$ cat src/rtl/spc_pkg.sv
package spc_pkg;

    localparam int WORD_W  = 16;
    localparam int REG_CNT = 8;
    localparam int IDX_W   = $clog2(REG_CNT);
    localparam int OFF_W   = 6;

    typedef logic [WORD_W-1:0] word_t;
    typedef logic [IDX_W-1:0]  ridx_t;

    localparam logic [3:0] OPC_ADD = 4'b0001;
    localparam logic [3:0] OPC_AND = 4'b0101;
    localparam logic [3:0] OPC_NOT = 4'b1001;
    localparam logic [3:0] OPC_LDR = 4'b0110;
    localparam logic [3:0] OPC_STR = 4'b0111;

    typedef enum logic [2:0] {
        ST_F_ADDR, ST_F_READ, ST_F_LATCH, ST_DECODE,
        ST_EVAL, ST_OPND, ST_EXEC, ST_STORE
    } state_e;

    typedef enum logic [2:0] {
        PH_FETCH  = 3'd0,
        PH_DECODE = 3'd1,
        PH_EVAL   = 3'd2,
        PH_OPND   = 3'd3,
        PH_EXEC   = 3'd4,
        PH_STORE  = 3'd5
    } phase_e;

    typedef enum logic [1:0] {K_ALU, K_LOAD, K_STORE, K_NONE} kind_e;

    typedef struct packed {
        logic [3:0]       opc;
        ridx_t            dst;
        ridx_t            src1;
        logic [OFF_W-1:0] low;
    } insn_t;

    function automatic kind_e classify(logic [3:0] opc);
        case (opc)
            OPC_ADD, OPC_AND, OPC_NOT: return K_ALU;
            OPC_LDR:                   return K_LOAD;
            OPC_STR:                   return K_STORE;
            default:                   return K_NONE;
        endcase
    endfunction

    function automatic word_t sext_off(logic [OFF_W-1:0] v);
        return {{(WORD_W-OFF_W){v[OFF_W-1]}}, v};
    endfunction

    function automatic word_t alu_op(logic [3:0] opc, word_t a, word_t b);
        case (opc)
            OPC_ADD: return a + b;
            OPC_AND: return a & b;
            OPC_NOT: return ~a;
            default: return '0;
        endcase
    endfunction

    function automatic phase_e phase_of(state_e s);
        case (s)
            ST_DECODE: return PH_DECODE;
            ST_EVAL:   return PH_EVAL;
            ST_OPND:   return PH_OPND;
            ST_EXEC:   return PH_EXEC;
            ST_STORE:  return PH_STORE;
            default:   return PH_FETCH;
        endcase
    endfunction

endpackage

$ cat src/rtl/spc_regfile.sv
module spc_regfile
    import spc_pkg::*;
#(
    parameter int W = WORD_W,
    parameter int N = REG_CNT,
    localparam int IW = $clog2(N)
) (
    input  logic          clk,
    input  logic          rst,
    input  logic [IW-1:0] ra_a,
    input  logic [IW-1:0] ra_b,
    output logic [W-1:0]  rd_a,
    output logic [W-1:0]  rd_b,
    input  logic          we,
    input  logic [IW-1:0] wa,
    input  logic [W-1:0]  wd
);

    logic [W-1:0] regs [N];

    always_ff @(posedge clk) begin
        for (int i = 0; i < N; i++) begin
            if (rst) begin
                regs[i] <= '0;
            end else if (we && wa == IW'(i)) begin
                regs[i] <= wd;
            end
        end
    end

    assign rd_a = regs[ra_a];
    assign rd_b = regs[ra_b];

endmodule

$ cat src/rtl/spc_mem.sv
module spc_mem #(
    parameter int W  = 16,
    parameter int AW = 8,
    localparam int DEPTH = 1 << AW
) (
    input  logic          clk,
    input  logic [AW-1:0] addr,
    output logic [W-1:0]  rdata,
    input  logic          we,
    input  logic [W-1:0]  wdata,
    input  logic          ld_we,
    input  logic [AW-1:0] ld_addr,
    input  logic [W-1:0]  ld_data
);

    logic [W-1:0] cells [DEPTH];

    always_ff @(posedge clk) begin
        if (we) begin
            cells[addr] <= wdata;
        end else if (ld_we) begin
            cells[ld_addr] <= ld_data;
        end
    end

    assign rdata = cells[addr];

endmodule

$ cat src/rtl/spc_ctrl.sv
module spc_ctrl
    import spc_pkg::*;
(
    input  logic   clk,
    input  logic   rst,
    input  kind_e  kind,
    output state_e state
);

    state_e nxt;

    always_comb begin
        case (state)
            ST_F_ADDR:  nxt = ST_F_READ;
            ST_F_READ:  nxt = ST_F_LATCH;
            ST_F_LATCH: nxt = ST_DECODE;
            ST_DECODE: begin
                case (kind)
                    K_ALU:           nxt = ST_OPND;
                    K_LOAD, K_STORE: nxt = ST_EVAL;
                    default:         nxt = ST_F_ADDR;
                endcase
            end
            ST_EVAL:    nxt = ST_OPND;
            ST_OPND:    nxt = (kind == K_ALU) ? ST_EXEC : ST_STORE;
            ST_EXEC:    nxt = ST_STORE;
            default:    nxt = ST_F_ADDR;
        endcase
    end

    always_ff @(posedge clk) begin
        if (rst) begin
            state <= ST_F_ADDR;
        end else begin
            state <= nxt;
        end
    end

endmodule

$ cat src/rtl/spc_core.sv
module spc_core
    import spc_pkg::*;
#(
    parameter int ADDR_W = 8
) (
    input  logic              clk,
    input  logic              rst,
    input  logic              load_we,
    input  logic [ADDR_W-1:0] load_addr,
    input  logic [WORD_W-1:0] load_data,
    output logic [WORD_W-1:0] pc_o,
    output logic [WORD_W-1:0] mar_o,
    output logic [WORD_W-1:0] mdr_o,
    output logic              mem_rd_o,
    output logic              mem_wr_o,
    output logic [2:0]        phase_o,
    output logic              retire_o,
    output logic              rf_wr_en_o,
    output logic [IDX_W-1:0]  rf_wr_idx_o,
    output logic [WORD_W-1:0] rf_wr_data_o
);

    state_e state;
    word_t  pc_q, ir_q, mar_q, mdr_q, opa_q, opb_q, tmp_q;
    word_t  mem_rdata, rd_a, rd_b;
    insn_t  ins;
    kind_e  kind;
    ridx_t  rb_idx;

    assign ins    = insn_t'(ir_q);
    assign kind   = classify(ins.opc);
    assign rb_idx = (kind == K_STORE) ? ins.dst : ins.low[IDX_W-1:0];

    spc_ctrl u_ctrl (
        .clk   (clk),
        .rst   (rst),
        .kind  (kind),
        .state (state)
    );

    spc_regfile #(.W(WORD_W), .N(REG_CNT)) u_rf (
        .clk  (clk),
        .rst  (rst),
        .ra_a (ins.src1),
        .ra_b (rb_idx),
        .rd_a (rd_a),
        .rd_b (rd_b),
        .we   (rf_wr_en_o),
        .wa   (rf_wr_idx_o),
        .wd   (rf_wr_data_o)
    );

    spc_mem #(.W(WORD_W), .AW(ADDR_W)) u_mem (
        .clk     (clk),
        .addr    (mar_q[ADDR_W-1:0]),
        .rdata   (mem_rdata),
        .we      (mem_wr_o),
        .wdata   (mdr_q),
        .ld_we   (load_we & rst),
        .ld_addr (load_addr),
        .ld_data (load_data)
    );

    always_ff @(posedge clk) begin
        if (rst) begin
            pc_q  <= '0;
            ir_q  <= '0;
            mar_q <= '0;
            mdr_q <= '0;
            opa_q <= '0;
            opb_q <= '0;
            tmp_q <= '0;
        end else begin
            case (state)
                ST_F_ADDR:  mar_q <= pc_q;
                ST_F_READ:  mdr_q <= mem_rdata;
                ST_F_LATCH: begin
                    ir_q <= mdr_q;
                    pc_q <= pc_q + word_t'(1);
                end
                ST_EVAL:    mar_q <= rd_a + sext_off(ins.low);
                ST_OPND: begin
                    case (kind)
                        K_ALU: begin
                            opa_q <= rd_a;
                            opb_q <= rd_b;
                        end
                        K_LOAD:  mdr_q <= mem_rdata;
                        K_STORE: mdr_q <= rd_b;
                        default: ;
                    endcase
                end
                ST_EXEC:    tmp_q <= alu_op(ins.opc, opa_q, opb_q);
                default: ;
            endcase
        end
    end

    assign mem_rd_o     = (state == ST_F_READ) || (state == ST_OPND && kind == K_LOAD);
    assign mem_wr_o     = (state == ST_STORE) && (kind == K_STORE);
    assign rf_wr_en_o   = (state == ST_STORE) && (kind == K_ALU || kind == K_LOAD);
    assign rf_wr_idx_o  = ins.dst;
    assign rf_wr_data_o = (kind == K_LOAD) ? mdr_q : tmp_q;
    assign retire_o     = (state == ST_STORE) || (state == ST_DECODE && kind == K_NONE);
    assign phase_o      = phase_of(state);
    assign pc_o         = pc_q;
    assign mar_o        = mar_q;
    assign mdr_o        = mdr_q;

endmodule

$ cat config.mk
export PLATFORM = sky130hd
export DESIGN_NAME = spc_core
export DESIGN_NICKNAME = d
export VERILOG_FILES = /design/src/rtl/spc_pkg.sv /design/src/rtl/spc_regfile.sv /design/src/rtl/spc_mem.sv /design/src/rtl/spc_ctrl.sv /design/src/rtl/spc_core.sv
export SDC_FILE = /design/constraint.sdc
export NUM_CORES = 2
export LEC_CHECK = 0
export BUFFER_PORTS_ARGS = -buffer_cell sky130_fd_sc_hd__buf_2
export CAP_MARGIN = 20
export CORE_MARGIN = 5
export CORE_UTILIZATION = 49
export CTS_BUF_LIST = sky130_fd_sc_hd__clkbuf_2 sky130_fd_sc_hd__clkbuf_4 sky130_fd_sc_hd__clkbuf_8
export CTS_CLUSTER_DIAMETER = 200
export DETAILED_ROUTE_END_ITERATION = 8
export PLACE_DENSITY = 0.72
export REMOVE_ABC_BUFFERS = 1
export SLEW_MARGIN = 20
export SYNTH_ARGS = -nofsm -noshare
export SYNTH_HDL_FRONTEND = slang
export SYNTH_MEMORY_MAX_BITS = 65536
export SYNTH_SLANG_ARGS = --single-unit
$ cat constraint.sdc
create_clock -name clk -period 6.25 [get_ports clk]
set_clock_uncertainty 0.15 [all_clocks]
set_input_delay 0.625 -clock clk [delete_from_list [all_inputs] [get_ports clk]]
set_output_delay 0.625 -clock clk [all_outputs]
set_load 0.01 [all_outputs]
==> results.py <==
metrics = {
    "finish": {
        "area_delta_synth_final_pct": 12.27,
        "regMostFlops": "u_mem.cells",
        "nets": 9014,
        "seq_area_sq_um": 129400,
        "multi_input_area_sq_um": 37850,
        "layout-drive-gt1-share_pct": 29.06,
        "final_core_util_pct": 55.18,
        "fillCellCount": 25150,
        "largest_reg_flops": 4096,
        "largest_registers": "u_mem.cells (4096), u_rf.regs (128)",
        "final_area_sq_um": 190800,
    },
    "logic_synthesis": {
        "syn_area_sq_um": 169900,
        "ys_types": 83,
        "synth_seq_cells": 4350,
        "synth.area.mux_share_pct": 15.35,
        "synth_most_common_cell": "edfxtp_1",
        "synth_xor_xnor_area_share_pct": 0.1546,
        "yosysTopAreaCell": "edfxtp_1",
        "yosysSeqAreaShare_pct": 76.14,
        "avgSynthCellArea_sq_um": 20.78,
        "synth_area_leaders": "edfxtp_1 75%, mux4_2 14%, dfxtp_1 1.5%, nor2_1 1.2%, mux2i_1 0.88%",
        "yosysWarningCount": 0,
        "synth_cells": 8178,
        "synth_compound_area_share_pct": 3.064,
        "synth_top_cells_by_count": "4224 x edfxtp_1, 1033 x mux4_2, 540 x nor2_1",
        "synth_edf_count": 4224,
        "synth_top_family_by_area": "multiplexers",
        "synthArstFlopShare_pct": 0,
        "yosys.area_share.simple_pct": 3.258,
        "yosys.area.top_type_share_pct": 74.66,
        "synth_adder_area_share_pct": 0.2592,
        "ys.flop_type": "edfxtp_1",
    },
    "sta": {
        "setup_viol": 0,
        "tightest_slew_ns": 1.195,
        "fmax_ghz": 0.2019,
        "slew_viol_final": 0,
        "layout_setup_ws_ns": 1.297,
        "fin_crit_ns": 4.953,
        "hold_violations": 0,
        "period_share_pct": 79.25,
        "hold-worst-slack_ns": 0.08736,
        "rsz0062_at_grt": "false",
        "max_slew_margin_pct": 18.03,
    },
    "grt": {
        "grt-ovfl-total": 0,
        "grt_pass1_vias": 88710,
        "grt_pass1_wl_um": 672300,
        "grt_usage_pct": 26.39,
        "antenna_found_initial": 37,
        "grt_max_degree": 150,
    },
    "setup_path": {
        "crit_chain": "nand4b_4, or2_2, inv_2, nor2_4, buf_4, nand3b_1, o21ai_2, nand3_1, buf_4, nor2_1, buf_4",
        "cp-end-kind": "flop",
        "path_class": "flop to flop",
        "cp-start-kind": "flop",
        "cp_num_buf_inv": 4,
        "cp_slowest_cell": "nor2_4",
        "worstPathRequired_ns": 6.98,
        "worstPathArrival_ns": 5.68,
        "path_common_cell": "buf_4",
        "cpPeakStageDelay_ns": 0.71,
        "crit_path_max_fanout": 23,
        "crit_family": "simple AND/OR/NAND/NOR gates",
    },
    "detailed_routing": {
        "wl_per_cell_um": 33.91,
        "drtAntennaViolNets": 0,
        "dr.pass1.iters": 8,
        "drt_iter0_markers": 15660,
        "drc": 0,
        "via_per_inst": 6.446,
        "postRouteWirelength_um": 477400,
        "vias": 90770,
    },
    "die": {
        "start_util_pct": 49.15,
        "die_y_um": 598.8,
        "core.rowCount": 216,
        "die_area_sq_um": 358600,
        "core_area_sq_um": 345700,
        "die_w_um": 598.8,
        "io_pins": 101,
    },
    "clock_tree": {
        "cts_tree": "yes",
        "clk_path_buf_depth": 4,
        "post_cts_buffers": 0,
        "cts.sink_count": 4350,
        "clockRootBuffer": "clkbuf_8",
        "path_clk_slew_ns": 0.06,
        "cts_hold_buf": 1,
        "cts_resized": 0,
        "clk_latency_ns": 1.24,
        "cts_buffers": 654,
        "htree_levels": 6,
    },
    "placed_design": {
        "place_ws_ns": 1.359,
        "place.gp.congestion": 1.005,
        "dp_hpwl_um": 305700,
        "placed_area_sq_um": 177800,
        "port_buffers": 100,
    },
    "pwr": {
        "fin_total_pwr_mw": 60.21,
        "power.density_nw_per_um2": 315.6,
        "ir_drop_mv": 0.2321,
        "p_leak_nw": 59.77,
    },
    "run_status": {
        "status": "completed",
    },
    "hold_path": {
        "worst_hold_path_type": "input pin to flop",
    },
    "run": {
        "cap_violations": 0,
    },
}
layout by cell type, fill, tap and decap left out, drive strengths merged, types with 22 or more instances in the layout:
cell type,synthesis,layout
a21oi,143,143
dfxtp,126,126
nand4,23,23
nand3,98,98
mux4,1071,1071
a211oi,77,77
or4,22,22
mux2,25,25
a22oi,159,159
clkinv,2,225
mux2i,152,152
a21o,22,22
buf,310,580
ha,32,32
nor3,40,40
edfxtp,4224,4224
nand2b,42,42
nand2,352,352
o22ai,188,188
diode,0,36
nor2,543,543
inv,31,66
clkbuf,152,884
and3,30,30
o21ai,72,72
layout make-up:
class	count	area share (%)
antenna	36	0.04723
multi-input combinational	3333	19.84
inverter	33	0.06494
timing repair buffer	581	2.499
tap	4578	3.003
sequential	4350	67.83
clock inverter	286	1.029
clock buffer	884	5.686
metrics by stage:
| step | setup TNS [ns] | cells |
|---|---|---|
| after CTS | 0 | 14050 |
| after global placement | 0 | 12870 |
| final | 0 | 14080 |
| after global routing | 0 | 14060 |
| after detailed placement | 0 | 12870 |
| after floorplan | -1816.34 | 7716 |
worst reg2reg max path, cell delays in order (launching register included):
cell and delay [ns]:
dfxtp_1 0.58, nand4b_4 0.33, or2_2 0.22, inv_2 0.07
nor2_4 0.71, buf_4 0.42, nand3b_1 0.14, o21ai_2 0.19
nand3_1 0.46, buf_4 0.40, nor2_1 0.62, buf_4 0.32
where the power goes:
part,total (mW),leakage (nW),internal (mW),switching [mW]
logic,4.33,13.3,1.28,3.05
clock network,23.0,6.78,12.0,10.9
registers,32.9,39.7,32.8,0.151
total,60.2,59.8,46.1,14.1
worst paths after layout:
check | from | cells after the start | slack (ns) | end
max | ins[15] | 11 | 1.30 | u_mem.cells[113][7]
min | rst | 3 | 0.09 | pc_o[15]
max reg2reg | ins[15] | 11 | 1.30 | u_mem.cells[113][7]
min reg2reg | ins[6] | 2 | 0.31 | flop
routing by layer:
layer | vias to the layer above | track usage [%] | wire [um]
met5 | - | 0 | 178
met4 | 12 | 13.30 | 28780
li1 | 35760 | - | -
met2 | 6920 | 39.23 | 216300
met1 | 46920 | 35.73 | 168300
met3 | 1160 | 7.976 | 63880
logic make-up after synthesis:
logic type / Yosys count
buffers and inverters: 495
adder cells (fa/ha/maj): 34
flip-flops: 4350
XOR/XNOR: 30
multiplexers: 1248
AO/OA/AOI/OAI: 777
AND/OR/NAND/NOR: 1244
Note: power is estimated with default switching activity, not from simulation.
